File: src/rtl/utc_pkg.sv
package utc_pkg;

    typedef enum logic [2:0] {
        ST_IDLE,
        ST_HOUR,
        ST_DAY,
        ST_MONTH,
        ST_YEAR,
        ST_COMMIT
    } conv_state_t;

    localparam logic [3:0] DASH_CODE = 4'hA;

    // Two BCD digits form a multiple of four.
    function automatic logic bcd_pair_div4(input logic [3:0] tens, input logic [3:0] ones);
        if (tens[0])
            return (ones == 4'd2) || (ones == 4'd6);
        else
            return (ones == 4'd0) || (ones == 4'd4) || (ones == 4'd8);
    endfunction

    function automatic logic [5:0] bcd2_to_bin(input logic [7:0] v);
        return ({2'b00, v[7:4]} * 6'd10) + {2'b00, v[3:0]};
    endfunction

    function automatic logic [7:0] bin_to_bcd2(input logic [5:0] v);
        logic [5:0] t;
        logic [5:0] o;
        t = v / 6'd10;
        o = v % 6'd10;
        return {t[3:0], o[3:0]};
    endfunction

endpackage

File: src/rtl/utc_bcd_counter.sv
module utc_bcd_counter #(
    parameter int DIGITS = 2
) (
    input  logic [4*DIGITS-1:0] value,
    output logic [4*DIGITS-1:0] next_value
);
    logic [DIGITS:0] carry;

    assign carry[0] = 1'b1;

    for (genvar i = 0; i < DIGITS; i++) begin : g_digit
        logic at_nine;
        assign at_nine            = (value[4*i +: 4] == 4'd9);
        assign carry[i+1]         = carry[i] && at_nine;
        assign next_value[4*i +: 4] = (carry[i] && at_nine) ? 4'd0
                                                            : value[4*i +: 4] + {3'b000, carry[i]};
    end

endmodule

File: src/rtl/utc_month_len.sv
module utc_month_len (
    input  logic [7:0]  month,
    input  logic [15:0] year,
    output logic [7:0]  last_day
);
    import utc_pkg::*;

    logic leap;

    always_comb begin
        if (year[7:0] == 8'h00)
            leap = bcd_pair_div4(year[15:12], year[11:8]);
        else
            leap = bcd_pair_div4(year[7:4], year[3:0]);
    end

    always_comb begin
        unique case (month)
            8'h02:                      last_day = leap ? 8'h29 : 8'h28;
            8'h04, 8'h06, 8'h09, 8'h11: last_day = 8'h30;
            default:                    last_day = 8'h31;
        endcase
    end

endmodule

File: src/rtl/utc_view_timer.sv
module utc_view_timer #(
    parameter int TICKS_PER_SEC = 50_000_000,
    parameter int VIEW_SECS     = 5
) (
    input  logic clk,
    input  logic rst_n,
    output logic show_date,
    output logic view_flip
);
    localparam int CW = (TICKS_PER_SEC > 1) ? $clog2(TICKS_PER_SEC) : 1;
    localparam int SW = (VIEW_SECS > 1) ? $clog2(VIEW_SECS) : 1;
    localparam logic [CW-1:0] CYC_LAST = CW'(TICKS_PER_SEC - 1);
    localparam logic [SW-1:0] SEC_LAST = SW'(VIEW_SECS - 1);

    logic [CW-1:0] cyc_q;
    logic [SW-1:0] sec_q;
    logic          sec_tick;

    assign sec_tick  = (cyc_q == CYC_LAST);
    assign view_flip = sec_tick && (sec_q == SEC_LAST);

    always_ff @(posedge clk or negedge rst_n) begin
        if (!rst_n) begin
            cyc_q     <= '0;
            sec_q     <= '0;
            show_date <= 1'b0;
        end else begin
            cyc_q <= sec_tick ? '0 : cyc_q + 1'b1;
            if (sec_tick)
                sec_q <= (sec_q == SEC_LAST) ? '0 : sec_q + 1'b1;
            if (view_flip)
                show_date <= ~show_date;
        end
    end

endmodule

File: src/rtl/utc_local_clock.sv
module utc_local_clock #(
    parameter int ZONE_HOURS    = 8,
    parameter int TICKS_PER_SEC = 50_000_000,
    parameter int VIEW_SECS     = 5
) (
    input  logic        clk,
    input  logic        rst_n,
    input  logic        utc_valid,
    input  logic [23:0] utc_time,
    input  logic [31:0] utc_date,
    output logic [31:0] disp_word,
    output logic        show_date
);
    import utc_pkg::*;

    localparam logic [5:0] ZONE = 6'(ZONE_HOURS);

    conv_state_t state_q, state_d;

    logic [7:0]  hr_q, mi_q, se_q, day_q, mon_q;
    logic [15:0] yr_q;
    logic [31:0] time_word_q, date_word_q;

    logic [5:0]  hr_sum;
    logic        hour_wrap;
    logic [7:0]  hr_new;
    logic [7:0]  day_inc, mon_inc, last_day;
    logic [15:0] yr_inc;
    logic        day_wrap, mon_wrap;
    logic        view_flip;
    logic        commit_now;

    // hour arithmetic in binary, back to BCD
    assign hr_sum    = bcd2_to_bin(hr_q) + ZONE;
    assign hour_wrap = (hr_sum >= 6'd24);
    assign hr_new    = bin_to_bcd2(hour_wrap ? hr_sum - 6'd24 : hr_sum);

    utc_month_len i_month_len (
        .month    (mon_q),
        .year     (yr_q),
        .last_day (last_day)
    );

    utc_bcd_counter #(.DIGITS(2)) i_day_inc (.value(day_q), .next_value(day_inc));
    utc_bcd_counter #(.DIGITS(2)) i_mon_inc (.value(mon_q), .next_value(mon_inc));
    utc_bcd_counter #(.DIGITS(4)) i_yr_inc  (.value(yr_q),  .next_value(yr_inc));

    assign day_wrap   = (day_q == last_day);
    assign mon_wrap   = (mon_q == 8'h12);
    assign commit_now = (state_q == ST_COMMIT);

    // state register
    always_ff @(posedge clk or negedge rst_n) begin
        if (!rst_n)
            state_q <= ST_IDLE;
        else
            state_q <= state_d;
    end

    // next state
    always_comb begin
        state_d = state_q;
        unique case (state_q)
            ST_IDLE:   if (utc_valid) state_d = ST_HOUR;
            ST_HOUR:   state_d = hour_wrap ? ST_DAY   : ST_COMMIT;
            ST_DAY:    state_d = day_wrap  ? ST_MONTH : ST_COMMIT;
            ST_MONTH:  state_d = mon_wrap  ? ST_YEAR  : ST_COMMIT;
            ST_YEAR:   state_d = ST_COMMIT;
            ST_COMMIT: state_d = ST_IDLE;
            default:   state_d = ST_IDLE;
        endcase
    end

    // datapath and output registers
    always_ff @(posedge clk or negedge rst_n) begin
        if (!rst_n) begin
            hr_q        <= '0;
            mi_q        <= '0;
            se_q        <= '0;
            day_q       <= '0;
            mon_q       <= '0;
            yr_q        <= '0;
            time_word_q <= '0;
            date_word_q <= '0;
        end else begin
            unique case (state_q)
                ST_IDLE: begin
                    if (utc_valid) begin
                        hr_q  <= utc_time[23:16];
                        mi_q  <= utc_time[15:8];
                        se_q  <= utc_time[7:0];
                        yr_q  <= utc_date[31:16];
                        mon_q <= utc_date[15:8];
                        day_q <= utc_date[7:0];
                    end
                end
                ST_HOUR:  hr_q  <= hr_new;
                ST_DAY:   day_q <= day_wrap ? 8'h01 : day_inc;
                ST_MONTH: mon_q <= mon_wrap ? 8'h01 : mon_inc;
                ST_YEAR:  yr_q  <= yr_inc;
                ST_COMMIT: begin
                    time_word_q <= {hr_q, DASH_CODE, mi_q, DASH_CODE, se_q};
                    date_word_q <= {yr_q, mon_q, day_q};
                end
                default: ;
            endcase
        end
    end

    utc_view_timer #(
        .TICKS_PER_SEC (TICKS_PER_SEC),
        .VIEW_SECS     (VIEW_SECS)
    ) i_view_timer (
        .clk       (clk),
        .rst_n     (rst_n),
        .show_date (show_date),
        .view_flip (view_flip)
    );

    assign disp_word = show_date ? date_word_q : time_word_q;

endmodule

File: config.mk
export PLATFORM = sky130hd
export DESIGN_NAME = utc_local_clock
export DESIGN_NICKNAME = d
export VERILOG_FILES = /design/src/rtl/utc_pkg.sv /design/src/rtl/utc_bcd_counter.sv /design/src/rtl/utc_month_len.sv /design/src/rtl/utc_view_timer.sv /design/src/rtl/utc_local_clock.sv
export SDC_FILE = /design/constraint.sdc
export NUM_CORES = 1
export LEC_CHECK = 0
export BUFFER_PORTS_ARGS = -buffer_cell sky130_fd_sc_hd__buf_2
export CAP_MARGIN = 20
export CELL_PAD_IN_SITES_DETAIL_PLACEMENT = 2
export CELL_PAD_IN_SITES_GLOBAL_PLACEMENT = 2
export CORE_UTILIZATION = 41
export CTS_BUF_LIST = sky130_fd_sc_hd__clkbuf_16
export DETAILED_ROUTE_END_ITERATION = 12
export GPL_ROUTABILITY_DRIVEN = 0
export PLACE_DENSITY_LB_ADDON = 0.1
export SLEW_MARGIN = 0
export SYNTH_ARGS = -nofsm -noshare
export SYNTH_HDL_FRONTEND = slang
export SYNTH_HIERARCHICAL = 1
export SYNTH_SLANG_ARGS = --single-unit
File: constraint.sdc
create_clock -name clk -period 6.4 [get_ports clk]
set_input_delay 0.32 -clock clk [delete_from_list [all_inputs] [get_ports clk]]
set_output_delay 0.32 -clock clk [all_outputs]
set_load 0.1 [all_outputs]
# Word level (Yosys, flattened, before mapping)

Index checks and enable logic that the tools add are counted.

Logic and storage cells: 119
Flip-flop bits (word level): 149
Output and inout bits: 33
Input bits: 59

Bitwise gates (word level): 1
Div/mod/pow operators: 2
Multipliers: 1
Reduce and logical (&&, ||, !) cells: 26
Muxes and demuxes: 32
$add $sub $neg: 13
Magnitude comparators: 1
Equality and inequality tests: 31

Operators with widths:

| operator              | number |
|---|---|
| $pmux 8 s2            | 4 |
| $eq 4x4->1 const B    | 10 |
| $mux 8                | 5 |
| $mux 32               | 1 |
| $mux 4                | 8 |
| $pmux 16 s2           | 1 |
| $add 26x1->26 const B | 1 |
| $eq 26x26->1 const B  | 1 |
| $mux 26               | 1 |
| $add 4x1->4           | 5 |
| $eq 4x3->1 const B    | 4 |
| $eq 8x3->1 const B    | 2 |
| $eq 8x5->1 const B    | 2 |
| $mux 16               | 1 |
| $pmux 3 s5            | 1 |
| $add 4x1->4 const B   | 3 |
| $mux 3                | 4 |
| $reduce_and 2->1      | 5 |
| $eq 3x3->1 const B    | 3 |
| $eq 4x2->1 const B    | 2 |
| $eq 8x2->1 const B    | 1 |
| $eq 8x4->1 const B    | 1 |
| $eq 8x8->1            | 1 |
| $logic_not 4->1       | 2 |
| 20 further kinds      | 38 |

# Depth between registers and ports, before layout

Word-level depth: 10
Mapped depth: 18
Gate-level depth less buffers: 17

# Modules after synthesis

Netlist, hierarchy kept.

Modules (own cells, without submodules):

| module                          | cells an instance | area an instance (um2) | seq. area each (um2) | instances |
|---|---|---|---|---|
| utc_local_clock                 | 548               | 5,780.5                | 2,902.8              | 1 |
| utc_view_timer                  | 144               | 1,491.4                | 750.7                | 1 |
| utc_bcd_counter (i_yr_inc)      | 45                | 362.8                  | 0.0                  | 1 |
| utc_bcd_counter (i_day_inc ...) | 23                | 166.4                  | 0.0                  | 2 |
| utc_month_len                   | 26                | 190.2                  | 0.0                  | 1 |

# Least setup slack after synthesis

OpenSTA, ideal clock, no wires.

Path type: register to register
Start point: register hr_q[6]
End point: register hr_q[2]
Clock period less this slack: 3.881 ns
Setup time: 0.126 ns
Path buffers: 1
Required time: 6.274 ns
Slack: 2.519 ns
Arrival: 3.755 ns
Stages on the path, launching flop included: 17
Cell sequence: dfrtp_1 -> ha_1 -> inv_1 -> ha_1 -> inv_1 -> fa_1 -> xnor2_1 -> inv_1 -> ha_1 -> buf_1 -> xor2_1 -> a21oi_1 -> o211ai_1 -> o21ai_4 -> ha_1 -> mux2i_1 -> a221o_1

Cells in the longest elaborated chain, start to end: 7
Elaborated cells on any way between the ends: 8
Those cells by class: 3 x add/sub; 1 x mul; 1 x div; 1 x order compare; 2 x mux

Ends and longest elaborated chain:

| what                                      | line                                         | text |
|---|---|---|
| start: declaration                        | utc_local_clock.sv:20                        | `logic [7:0] hr_q, mi_q, se_q, day_q, mon_q;` |
| start signal: assignment                  | utc_local_clock.sv:89                        | `hr_q <= utc_time[23:16];` |
| start signal: assignment                  | utc_local_clock.sv:97                        | `ST_HOUR: hr_q <= hr_new;` |
| $mul 4x3->5 (*)                           | utc_pkg.sv:23                                | `return ({2'b00, v[7:4]} * 6'd10) + {2'b00, v[3:0]};` |
| $add 6x4->6 (*)                           | utc_pkg.sv:23                                |  |
| $add 6x4->6 (*)                           | utc_local_clock.sv:34                        | `assign hr_sum = bcd2_to_bin(hr_q) + ZONE;` |
| $sub 6x5->6 or $ge 6x5->1 (tied branches) | utc_local_clock.sv:36, utc_local_clock.sv:35 |  |
| $mux 6 (*)                                | utc_local_clock.sv:36                        | `assign hr_new = bin_to_bcd2(hour_wrap ? hr_sum - 6'd24 : hr_sum);` |
| $mod 6x4->6 (*)                           | utc_pkg.sv:30                                | `o = v % 6'd10;` |
| $pmux 8 s2 (*)                            | utc_local_clock.sv:86                        | `unique case (state_q)` |

Mark *: on every way between the ends. The rest lies on a longest branch, timed or not.
A chain may end at the register's enable or synchronous reset.

# Worst setup path in the final report

Ends and elaborated chain as after synthesis.

==> reports/metrics.cfg <==
[status]
status=complete, no violations

[grt]
grt-ovfl-total=0
grt_pass1_vias=7088
grt_pass1_wl_mm=38.9
antenna_found_initial=0
grt_start_max_net_pins=92
track_usage_pct=25.1

[detailed_routing]
drtIter0Drc=221
met3_length_um=650
highest_layer=met4
wl_met2_mm=12.3
drc=0
vias_per_cell=5.56
first_pass_iters=6
ant_nets=0
vias=6495
finalWirelength_mm=23.9
wl_met1_mm=10.4
routedWlPerCell_um=20.4

[worst_setup_path]
worstPathCellList=ha_1, inv_1, ha_1, inv_1, fa_1, xnor2_1, inv_1, ha_1, nand2b_1, nor2_1, nor2_1, o221ai_1, o21ai_4, ha_1, mux2i_1, a221o_1
worstReg2RegEnd=hr_q[2]
critPathMaxStageDelay_ns=0.61
r2r_slack_ns=1.95
cp_data_required_time_ns=6.71
timing.rr.start=hr_q[6]
cp-startpoint=hr_q[6]
crit_path_end=hr_q[2]
path_class=reg2reg
r2r_cells=16
critPathLaunchType=register
path_max_fanout=14
cp.arrival_ns=4.76
end_kind=register
crit_top_cell=ha_1
worst_path_max_delay_cell=ha_1

[finish]
fin_nets=975
regArea_mm2=0.00365
final_cells=1169
layout_commonest_cell=dfrtp_1
multiInputGateArea_mm2=0.00425
synthToLayoutAreaGrowth_pct=15.6
drive_above_1_share_pct=26.4
num-fill-cells=2038
layout_common_cells=dfrtp_1 (146), nand2_1 (128), buf_2 (90)
num_antenna_cells=0
final_util_pct=48.4

[logic_synthesis]
syn-cell-area_mm2=0.00816
ys_ff_latch=146
ys_seq_area_share_pct=44.8
yosys-top-cells-area=dfrtp_1 (45%), mux2_2 (11%), nand2_1 (5.9%)
yosysTopAreaCell=dfrtp_1
yosysUniqueCellTypes=73
synth_top_area_share_pct=44.8
synth_warnings=6
syn_avg_cell_area_um2=10.1
synth_ff_type=dfrtp_1
synth_cells=809
synth_edf_count=0
synth-async-reset-ratio_pct=100

[sta]
tightest_slew_ns=1.01
slew_headroom_pct=31.9
rsz0062_at_grt=no
hold_violations=0
slew_viol_final=0
tns_ns=0
period_needed_ns=4.45
setup_violations=0
final.period_utilization_pct=69.6
fin_skew_ns=0.0103
fmax_ghz=0.225

[cts]
cts_setup_buffers=0
hold_buffers=1
htree_levels=4
cts_resized=0
cts.sinks=146
clock_latency_ns=0.44
path_clk_slew_ns=0.07
cts_tree=done
cts_buffers=17
clockRootBuffer=clkbuf_16
cts_buffer_depth=2

[die]
start_util_pct=41.9
die_area_mm2=0.0205
die_width_um=143
die_h_um=143
pin_count=92
num_rows=51
core-area_mm2=0.0195

[placement]
dpl.hpwl_mm=16.5
dp.cells=1136
port_buffers=91

[worst_hold_path]
hold_path.class=in2reg

[job]
drv_cap=0

## cell usage after synthesis (9+ instances only)
master	number
nor3_1	9
xnor2_1	18
inv_1	24
clkbuf_1	20
nor4_1	13
a21oi_1	34
mux2_2	83
nand2_1	129
o21ai_0	30
ha_1	24
nor2_1	38
xor2_1	23
mux2i_1	12
and2_1	16
dfrtp_1	146
nand4_1	13
nand3_1	25
a22oi_1	17
nor2b_1	9
## flip-flops by register name (all words and copies together) (netlist names)
name and flops:
se_q 8, i_view_timer/show_date 1, mon_q 8, i_view_timer/cyc_q 26, time_word_q 25, mi_q 8, hr_q 8, day_q 8
state_q 3, i_view_timer/sec_q 3, date_word_q 32, yr_q 16
## layer usage
metal,track usage (%),up-vias
li1,-,3017
met1,30.8,3360
met2,44.1,87
met3,4.96,31
met4,8.26,0
met5,0,-
## worst max-delay path, delay by kind of cell, from the launching register on
family                   cells  cell delay (ns)
AO/OA/AOI/OAI                3             0.67
multiplexers                 1             0.07
flip-flops                   1             0.43
AND/OR/NAND/NOR              3             0.38
adder cells (fa/ha/maj)      5             1.91
XOR/XNOR                     1             0.53
buffers and inverters        3             0.34
## logic make-up after synthesis
family / after synthesis / synth area share (%)
and+or+nand+nor: 310 / 20.1
muxes: 95 / 12.9
adders and majority gates: 25 / 3.93
AOI/OAI and AO/OA: 125 / 10.1
DFF: 146 / 44.8
buffers and inverters: 64 / 3.36
xor gates and xnor gates: 42 / 4.69
other: 2 / 0.0921
## stage by stage
| step | setup slack, ns | cell area (µm²) | hold WS (ns) |
|---|---|---|---|
| final | 1.95 | 9430 | 0.0730 |
| after global routing | 1.62 | 9430 | 0.0614 |
| after CTS | 1.91 | 9430 | 0.0623 |
| after detailed placement | 1.95 | 8850 | 0.448 |
| after global placement | 2.17 | 8840 | 0.449 |
| after floorplan | 2.52 | 8170 | 0.0244 |
## how the worst min path moves through the flow
stage                    start         endpoint  cells after the start
5_1_grt            utc_time[1]          se_q[1]                      3
3_3_place_gp   time_word_q[23]  time_word_q[23]                      1
4_1_cts            utc_time[3]          se_q[3]                      3
2_1_floorplan            rst_n   date_word_q[0]                      0
3_5_place_dp             rst_n         yr_q[14]                      1
6_report           utc_time[2]          se_q[2]                      3
## layout make-up
cell class                 count  area share [%]
clock buffer                  17            4.51
inverter                      24           0.955
tap                          265            3.52
clock inverter                15            1.51
timing repair buffer         100            5.68
multi-input combinational    602            45.1
sequential                   146            38.7
Power is not shown: default switching activity piles up to over one toggle a cycle in this logic, so the estimate is an artifact.
